<file path="src/rtl/gpio_irq_pkg.sv">
// Package: register offsets shared by the interrupt detector and its bench.
package gpio_irq_pkg;
    localparam logic [11:0] OFS_MODE   = 12'h404;
    localparam logic [11:0] OFS_ANYEDG = 12'h408;
    localparam logic [11:0] OFS_POL    = 12'h40C;
    localparam logic [11:0] OFS_ENA    = 12'h410;
    localparam logic [11:0] OFS_RAW    = 12'h414;
    localparam logic [11:0] OFS_MSK    = 12'h418;
    localparam logic [11:0] OFS_CLR    = 12'h41C;
endpackage

</file>
<file path="src/rtl/gpio_irq_cfg.sv">
// Module: gpio_irq_cfg
// Holds the four writable configuration registers and decodes the clear
// strobe. Assumes single-cycle writes. Writes to any other address are
// ignored. The clear strobe is combinational and lasts one cycle.
module gpio_irq_cfg
    import gpio_irq_pkg::*;
#(
    parameter int unsigned NUM_PINS = 8,
    parameter int unsigned ADDR_W   = 12
) (
    input  logic                clk,
    input  logic                rst_n,
    input  logic [ADDR_W-1:0]   bus_addr,
    input  logic                bus_wr,
    input  logic [NUM_PINS-1:0] bus_wdata,
    output logic [NUM_PINS-1:0] mode_q,
    output logic [NUM_PINS-1:0] anyedg_q,
    output logic [NUM_PINS-1:0] pol_q,
    output logic [NUM_PINS-1:0] ena_q,
    output logic [NUM_PINS-1:0] clr_pulse
);
    // Purpose: register writes into the configuration set.
    always_ff @(posedge clk) begin
        if (!rst_n) begin
            mode_q   <= '0;
            anyedg_q <= '0;
            pol_q    <= '0;
            ena_q    <= '0;
        end else if (bus_wr) begin
            if (bus_addr == ADDR_W'(OFS_MODE))   mode_q   <= bus_wdata;
            if (bus_addr == ADDR_W'(OFS_ANYEDG)) anyedg_q <= bus_wdata;
            if (bus_addr == ADDR_W'(OFS_POL))    pol_q    <= bus_wdata;
            if (bus_addr == ADDR_W'(OFS_ENA))    ena_q    <= bus_wdata;
        end
    end

    // Purpose: a one-cycle clear mask while a clear write is on the bus.
    always_comb begin
        clr_pulse = '0;
        if (bus_wr && bus_addr == ADDR_W'(OFS_CLR)) clr_pulse = bus_wdata;
    end

    // a write to the raw-status address leaves the config unchanged
    a_r10_ro_write_ignored: assert property (@(posedge clk) disable iff (!rst_n)
        (bus_wr && bus_addr == ADDR_W'(OFS_RAW)) |=>
            (mode_q == $past(mode_q) && ena_q == $past(ena_q)));
endmodule

</file>
<file path="src/rtl/gpio_irq_lane.sv">
// Module: gpio_irq_lane
// Detection for one line. Assumes pin_i is already synchronized. Keeps the
// previous pin value for edge finding and a sticky edge flag. In level
// mode the status follows the pin and the edge flag is held clear.
module gpio_irq_lane (
    input  logic clk,
    input  logic rst_n,
    input  logic pin_i,
    input  logic mode_i,
    input  logic anyedg_i,
    input  logic pol_i,
    input  logic clr_i,
    output logic raw_o
);
    logic prev_q;
    logic flag_q;
    logic rise;
    logic fall;
    logic edge_hit;

    // Purpose: remember the pin value of the previous cycle.
    always_ff @(posedge clk) begin
        if (!rst_n) prev_q <= 1'b0;
        else        prev_q <= pin_i;
    end

    // Purpose: choose which transitions count for this line.
    always_comb begin
        rise     = pin_i & ~prev_q;
        fall     = ~pin_i & prev_q;
        edge_hit = anyedg_i ? (rise | fall) : (pol_i ? rise : fall);
    end

    // Purpose: sticky edge flag, cleared by a clear write, and a new edge wins.
    always_ff @(posedge clk) begin
        if (!rst_n)      flag_q <= 1'b0;
        else if (mode_i) flag_q <= 1'b0;
        else             flag_q <= edge_hit | (flag_q & ~clr_i);
    end

    // Purpose: raw status is either the level match or the edge flag.
    always_comb raw_o = mode_i ? ~(pin_i ^ pol_i) : flag_q;

    // the flag stays set when no clear arrives
    a_r5_edge_sticky: assert property (@(posedge clk) disable iff (!rst_n)
        (!mode_i && flag_q && !clr_i) |=> flag_q);
    // a clear with no coincident edge empties the flag
    a_r7_clear_empties: assert property (@(posedge clk) disable iff (!rst_n)
        (!mode_i && clr_i && !edge_hit) |=> !flag_q);
    // an edge in the same cycle as a clear leaves the flag set
    a_r8_edge_beats_clear: assert property (@(posedge clk) disable iff (!rst_n)
        (!mode_i && edge_hit) |=> flag_q);
    // level mode keeps the edge flag empty
    a_r11_level_holds_clear: assert property (@(posedge clk) disable iff (!rst_n)
        mode_i |=> !flag_q);
endmodule

</file>
<file path="src/rtl/gpio_irq_rdmux.sv">
// Module: gpio_irq_rdmux
// Combinational read decode. Assumes reads have no side effects.
// Unmapped addresses and the clear address return zero.
module gpio_irq_rdmux
    import gpio_irq_pkg::*;
#(
    parameter int unsigned NUM_PINS = 8,
    parameter int unsigned ADDR_W   = 12
) (
    input  logic [ADDR_W-1:0]   bus_addr,
    input  logic [NUM_PINS-1:0] mode_q,
    input  logic [NUM_PINS-1:0] anyedg_q,
    input  logic [NUM_PINS-1:0] pol_q,
    input  logic [NUM_PINS-1:0] ena_q,
    input  logic [NUM_PINS-1:0] raw,
    input  logic [NUM_PINS-1:0] msk,
    output logic [NUM_PINS-1:0] bus_rdata
);
    // Purpose: choose the register that bus_addr names.
    always_comb begin
        bus_rdata = '0;
        if      (bus_addr == ADDR_W'(OFS_MODE))   bus_rdata = mode_q;
        else if (bus_addr == ADDR_W'(OFS_ANYEDG)) bus_rdata = anyedg_q;
        else if (bus_addr == ADDR_W'(OFS_POL))    bus_rdata = pol_q;
        else if (bus_addr == ADDR_W'(OFS_ENA))    bus_rdata = ena_q;
        else if (bus_addr == ADDR_W'(OFS_RAW))    bus_rdata = raw;
        else if (bus_addr == ADDR_W'(OFS_MSK))    bus_rdata = msk;
    end
endmodule

</file>
<file path="src/rtl/gpio_irq_detect.sv">
// Module: gpio_irq_detect
// Top of the interrupt detector. Assumes pin_i is synchronized to clk.
// Builds one detection lane per line and ANDs raw status with the enables.
// The OR of the masked bits drives the single interrupt request.
module gpio_irq_detect #(
    parameter int unsigned NUM_PINS = 8,
    parameter int unsigned ADDR_W   = 12
) (
    input  logic                clk,
    input  logic                rst_n,
    input  logic [ADDR_W-1:0]   bus_addr,
    input  logic                bus_wr,
    input  logic [NUM_PINS-1:0] bus_wdata,
    output logic [NUM_PINS-1:0] bus_rdata,
    input  logic [NUM_PINS-1:0] pin_i,
    output logic                irq_o
);
    logic [NUM_PINS-1:0] mode_q;
    logic [NUM_PINS-1:0] anyedg_q;
    logic [NUM_PINS-1:0] pol_q;
    logic [NUM_PINS-1:0] ena_q;
    logic [NUM_PINS-1:0] clr_pulse;
    logic [NUM_PINS-1:0] raw;
    logic [NUM_PINS-1:0] msk;

    gpio_irq_cfg #(.NUM_PINS(NUM_PINS), .ADDR_W(ADDR_W)) u_cfg (
        .clk(clk), .rst_n(rst_n), .bus_addr(bus_addr), .bus_wr(bus_wr),
        .bus_wdata(bus_wdata), .mode_q(mode_q), .anyedg_q(anyedg_q),
        .pol_q(pol_q), .ena_q(ena_q), .clr_pulse(clr_pulse)
    );

    for (genvar i = 0; i < NUM_PINS; i++) begin : g_lane
        gpio_irq_lane u_lane (
            .clk(clk), .rst_n(rst_n), .pin_i(pin_i[i]), .mode_i(mode_q[i]),
            .anyedg_i(anyedg_q[i]), .pol_i(pol_q[i]), .clr_i(clr_pulse[i]),
            .raw_o(raw[i])
        );
    end

    // Purpose: apply the enables and combine into one request.
    always_comb begin
        msk   = raw & ena_q;
        irq_o = |msk;
    end

    gpio_irq_rdmux #(.NUM_PINS(NUM_PINS), .ADDR_W(ADDR_W)) u_rd (
        .bus_addr(bus_addr), .mode_q(mode_q), .anyedg_q(anyedg_q),
        .pol_q(pol_q), .ena_q(ena_q), .raw(raw), .msk(msk),
        .bus_rdata(bus_rdata)
    );

    // the request can only be high while some line is enabled
    a_r9_irq_needs_enable: assert property (@(posedge clk) disable iff (!rst_n)
        irq_o |-> (ena_q != '0));
endmodule

</file>
<file path="config.mk">
export PLATFORM = sky130hd
export DESIGN_NAME = gpio_irq_detect
export DESIGN_NICKNAME = d
export VERILOG_FILES = /design/src/rtl/gpio_irq_pkg.sv /design/src/rtl/gpio_irq_cfg.sv /design/src/rtl/gpio_irq_lane.sv /design/src/rtl/gpio_irq_rdmux.sv /design/src/rtl/gpio_irq_detect.sv
export SDC_FILE = /design/constraint.sdc
export NUM_CORES = 1
export LEC_CHECK = 0
export BUFFER_PORTS_ARGS = -buffer_cell sky130_fd_sc_hd__buf_2
export CAP_MARGIN = 10
export CORE_ASPECT_RATIO = 1.2
export CORE_MARGIN = 10
export CORE_UTILIZATION = 30
export DETAILED_ROUTE_END_ITERATION = 16
export SLEW_MARGIN = 20
export SYNTH_ARGS = -nofsm -noshare
export SYNTH_HDL_FRONTEND = slang
export SYNTH_SLANG_ARGS = --single-unit
</file>
<file path="constraint.sdc">
create_clock -name clk -period 2.5 [get_ports clk]
set_clock_uncertainty 0.2 [all_clocks]
set_input_delay 0.625 -clock clk [delete_from_list [all_inputs] [get_ports clk]]
set_output_delay 0.625 -clock clk [all_outputs]
set_load 0.05 [all_outputs]
</file>
# Word level (Yosys, flattened, before mapping)
# Index checks and enable logic that the tools add are counted.
# op_classes
eq_ne,7
n_shift,0
n_lt_le_gt_ge,0
div,0
n_mul,0
n_reduce_logical,14
n_mux,31
addsub,0
n_bitwise,82
# ops
op,n
"12-bit by 11-bit == test with 1-bit output, second input constant",7
8-bit two-way mux,7
1-bit NOT,33
1-bit bitwise AND,24
1-bit two-way mux,24
1-bit OR,16
2-bit OR reduction,8
8-bit bitwise AND,1
2-bit AND reduction,4
8-bit OR reduction,1
1-bit bitwise XOR,8
1-bit logical AND,1
# totals
register_bits,48
out_inout_bits,9
memories,0
latchBits,0
elab_cells,154
mem_bits_rw,0
in_bits,31
mem_bits_ro,0

# Logic depth before layout (Yosys ltp)
# logic_depth
word_depth,10
mapped_depth,7
mapped_depth_nobuf,5

# By module
# Synthesis repeated with hierarchy kept, for this count alone.
# hier_totals
hier_cells,336
hier_area_um2,3075.4
# modules_own_cells
module,instances,area_per_inst_um2,cells_per_inst
gpio_irq_cfg,1,1315.0,133
gpio_irq_lane,8,143.9,15
gpio_irq_rdmux,1,535.5,72
gpio_irq_detect,1,73.8,11

# Least setup slack after synthesis
# No wires, ideal clock.
# synth_timing
kind,input-to-output
start,in bus_addr[11]
end,out bus_rdata[2]
cell_stages,5
required_ps,1675
setup_slack_ps,-910
arrival_time_ps,2585
cell_sequence,nor4b_2 > nand2_1 > nor4b_2 > a221oi_1 > a21oi_1
# synth_between
elab_chain_len,7
elab_cells_between_ends,12
# synth_rtl
item,line,rtl
start: declaration,gpio_irq_detect.sv:11,"input logic [ADDR_W-1:0] bus_addr,"
12-bit by 11-bit == test with 1-bit output,gpio_irq_rdmux.sv:27,else if (bus_addr == ADDR_W'(OFS_MSK)) bus_rdata = msk;
8-bit two-way mux,gpio_irq_rdmux.sv:27,
8-bit two-way mux,gpio_irq_rdmux.sv:26,else if (bus_addr == ADDR_W'(OFS_RAW)) bus_rdata = raw;
8-bit two-way mux,gpio_irq_rdmux.sv:25,else if (bus_addr == ADDR_W'(OFS_ENA)) bus_rdata = ena_q;
8-bit two-way mux,gpio_irq_rdmux.sv:24,else if (bus_addr == ADDR_W'(OFS_POL)) bus_rdata = pol_q;
8-bit two-way mux,gpio_irq_rdmux.sv:23,else if (bus_addr == ADDR_W'(OFS_ANYEDG)) bus_rdata = anyedg_q;
8-bit two-way mux (*),gpio_irq_rdmux.sv:22,if (bus_addr == ADDR_W'(OFS_MODE)) bus_rdata = mode_q;
end: declaration,gpio_irq_detect.sv:14,"output logic [NUM_PINS-1:0] bus_rdata,"
# Mark *: on every way between the ends. The rest lies on a longest branch, timed or not.

# Worst setup path after layout
# layout_timing
start,in bus_addr[8]
end,out bus_rdata[0]
# Same word-level chain as after synthesis.

==> results.md <==
* Highest Clock Rate at 346.3 MHz
* Worst reg2reg startpoint: u_cfg.pol_q[6]
* Max VDD drop at 0.2767 mV
* IO Port Bufs at 39
* Die Wd at approximately 110 µm
* Share of layout cells above drive strength 1 at 0.3724
* Area growth syn-to-layout at 44.90%
* WHS at 0.2734 ns
* Synthesized cell area at between 3000 and 4000 µm²
* Max clock buf depth at 2
* Synth Area in XOR/XNOR at 0.02324
* CTS clk-pin slew, worst paths at approximately 0.060 ns
* Biggest area consumer among synthesized cells: dfxtp_1
* Failing checks: negative setup slack
* Routability cong. at ~0.87
* FF-to-FF path depth at 4
* Pre-CTS WS at -0.5702 ns
* Pin count of the biggest net entering global routing at slightly below 50
* Crit-path cells: buf_6, nor4b_4, buf_4, nor2b_4, buf_6, a31oi_4, a32oi_4, buf_6
* Worst-Skew Late Latency at approximately 0.29 ns
* WL/cell at between 15 and 20 µm
* Critical Path RT at between 1.5 and 2 ns
* Synth cell types at 36
* Initial antenna violation count at 0
* Vias in the first global route at between 3k and 4k
* Crit path largest cell delay at 0.29 ns
* Hold Crit Class: flop to flop
* Register-to-Register Setup Slack at around 1.1 ns
* Synth top area cells: dfxtp_1, mux2i_1, nor2b_1
* Crit Path Max Fanout at 5
* Clock buffer count from CTS at 5
* Hold path startpoint: g_lane[1].u_lane.flag_q
* Cell count after synthesis at between 300 and 400
* Drt pass-1 iters at 4
* Mux cell area share after synthesis at 0.1631
* GRT Overall Usage at 0.1316
* Adder and majority gate portion of the synthesized area at 0.06639
* Critical path's slowest cell: nor4b_4
* Register area at 960.9 µm²
* Clk network pwr share at 0.407
* Via-to-Cell Ratio at about 5.1
* CP Class: primary input to output pin
* Sequential-to-total area share from yosys stat at 0.3187
* Synthesis Warnings at 0
* Total core area at 9910 µm²
* Row cnt at 40
* Pwr dens at about 400 nW/µm²
* Die ar. at roughly 14,000 µm²
* First-pass GRT wire length at ~16,000 µm
* Leakage at ~1.7 nW
* RSZ-0062 raised after global routing: yes
* Compound-Gate Fraction of Synth Area at 0.1369
* Seq pwr share at 0.457
* Post-synthesis simple-gate area fraction at 0.2336
* Post-DP Area at about 3800 µm²
* Setup crit end kind: output pin
* Mean Syn Cell Area at slightly below 9 µm²
* CTS Hold Bufs at 0
* TritonCTS clock tree: yes
* Diodes inserted at 0
* # fillers at 960
* Final non-filler cell total at between 500 and 600
* Post-route cell area at 4369 µm²
* Post-Syn Nets at 388
* Startpoint types: primary input
* Worst EP arrival at between 2 and 2.5 ns
* Dpl hpwl at about 6800 µm
* Vias at 2,850
* Grt ovf at 0
* Final WS setup at -0.3876 ns
* Hold endpoint: g_lane[1].u_lane.flag_q
* Seq cells post-synth at between 40 and 50
* Clock sink count at between 40 and 50
* Final setup fails at 9
* Post-route ant nets at 0
* H-tree depth at 2
* Multi-input gate area at between 2000 and 2500 µm²
* Tmin final at between 2 and 3 ns
* Util after Layout at 0.4409
* Internal power at 0.001289 W
* Slew HR at 0.4757
* Initial core utilization at 0.3043
* Post-Route WL at just under 10,000 µm
* Clock Tree Root: clkbuf_16
* DRC Markers at 0
* Most used cell along the critical path: buf_6
* Iter 0 DRT Violations at between 200 and 250
* Final hold viol count at 0
* Placed insts at ~540
* Status: finished, violations left
* Psw at about 0.00043 W
* Max cap viols at 0
* Final nets at slightly below 500
* Yosys top cell area share at 0.3187
* Slew Viols, Final at 0
* Largest family of logic cells by synthesized area: simple AND/OR/NAND/NOR gates
* Hold Path Stages at 2
* Fin crit share at 1.155
* Sw frac at 0.2493
* Reg2reg end: g_lane[6].u_lane.flag_q
* Logic gate share of total power at 0.135
* Worst slew pin tran at 0.7865 ns
* Die height at about 130 µm
* I/O Pins at 40
[cells in the final DEF, fill, tap and decap left out, drive strengths merged]
cell type  Yosys  layout
clkinv         0       2
a211oi         1       1
xnor2          8       8
clkbuf        12       6
mux2           9       9
a32oi          1       1
a22oi          4       4
and2          10      10
or3            2       2
or4            1       1
o2bb2ai        1       1
buf            7     105
nand3b         1       1
o22ai         11      11
ha            16      16
a21oi         22      22
nor3b          2       2
a31oi          1       1
nand4          9       9
nand2         17      17
nand2b        18      18
nor2b         33      33
and4           2       2
mux2i         39      39
inv           23      23
a22o           7       7
nor4b          5       5
o21ai         17      17
and3           2       2
nor2           1       1
a221oi         3       3
nor3           8       8
dfxtp         48      48
[metrics by stage]
| stage | power (W) | setup TNS [ns] |
|---|---|---|
| 3_5_place_dp | 0.001004 | -9.002 |
| 5_1_grt | 0.001773 | -3.780 |
| 6_report | 0.001717 | -3.130 |
| 4_1_cts | 0.001721 | -3.085 |
| 3_3_place_gp | 0.0009953 | -7.473 |
| 2_1_floorplan | 0.0008943 | -2.985 |
[what timing repair did]
action,CTS,global route
setup endpoints to repair,9,9
pin swaps,13,5
gates resized for setup,61,12
setup buffers,6,3
[power groups by stage]
stage | Clock (W) | Sequential (W) | Combinational (W)
after floorplan | 0 | 0.000800 | 0.0000939
after global placement | 0 | 0.000801 | 0.000194
after detailed placement | 0 | 0.000802 | 0.000201
after CTS | 0.000710 | 0.000785 | 0.000226
after global routing | 0.000731 | 0.000786 | 0.000256
final | 0.000699 | 0.000785 | 0.000233
[flip-flops by register name (all words and copies together) (netlist names)]
name	flops
u_cfg.ena_q	8
g_lane.u_lane.flag_q	8
u_cfg.pol_q	8
g_lane.u_lane.prev_q	8
u_cfg.mode_q	8
u_cfg.anyedg_q	8
[metal layers]
layer | GRT usage | share of wire | vias up
met1 | 0.1595 | 0.42 | 1360
met4 | 0.05829 | 0.027 | 0
met2 | 0.2285 | 0.50 | 91
met3 | 0.01653 | 0.056 | 19
met5 | 0 | 0 | -
li1 | - | - | 1380
[logic make-up (layout without fill, tap and decap cells)]
kind of cell               after synthesis  in the layout
AOI/OAI and AO/OA                       68             68
xor gates and xnor gates                 8              8
adders and majority gates               16             16
buffers and inverters                   42            136
DFF                                     48             48
muxes                                   48             48
and+or+nand+nor                        111            111
[cells in the mapped netlist, drive strengths merged]
library cell,count
o22ai,11
clkbuf,12
and2,10
a211oi,1
or3,2
inv,23
ha,16
a22o,7
a221oi,3
nand4,9
nand3b,1
dfxtp,48
or4,1
a31oi,1
o2bb2ai,1
xnor2,8
and3,2
nor4b,5
a22oi,4
nand2b,18
nor2b,33
nor3b,2
nand2,17
a21oi,22
nor2,1
mux2,9
a32oi,1
buf,7
nor3,8
o21ai,17
and4,2
mux2i,39
[critical path: cells and delay by family]
| kind | cells | cell delay [ns] |
|---|---|---|
| simple gates | 2 | 0.52 |
| buf+inv | 4 | 0.60 |
| compound gates | 2 | 0.31 |
[layout make-up]
type,count,area share
flip-flops and latches,48,0.2199
multi-input cells,251,0.4914
well taps,126,0.03608
inverters,23,0.01976
clock inverters,2,0.002291
repair buffers,105,0.1987
clock buffers,6,0.03179
[worst max-delay path by stage]
| stage | from | endpoint | slack (ns) |
|---|---|---|---|
| finish | bus_addr[8] | bus_rdata[0] | -0.39 |
| global route | bus_addr[8] | bus_rdata[1] | -0.47 |
| CTS | bus_addr[8] | bus_rdata[1] | -0.39 |
| detailed placement | bus_addr[11] | bus_rdata[0] | -0.57 |
| global placement | bus_addr[11] | bus_rdata[0] | -0.52 |
| floorplan | bus_addr[11] | bus_rdata[1] | -0.43 |
Power figures use the tool's default switching activity.
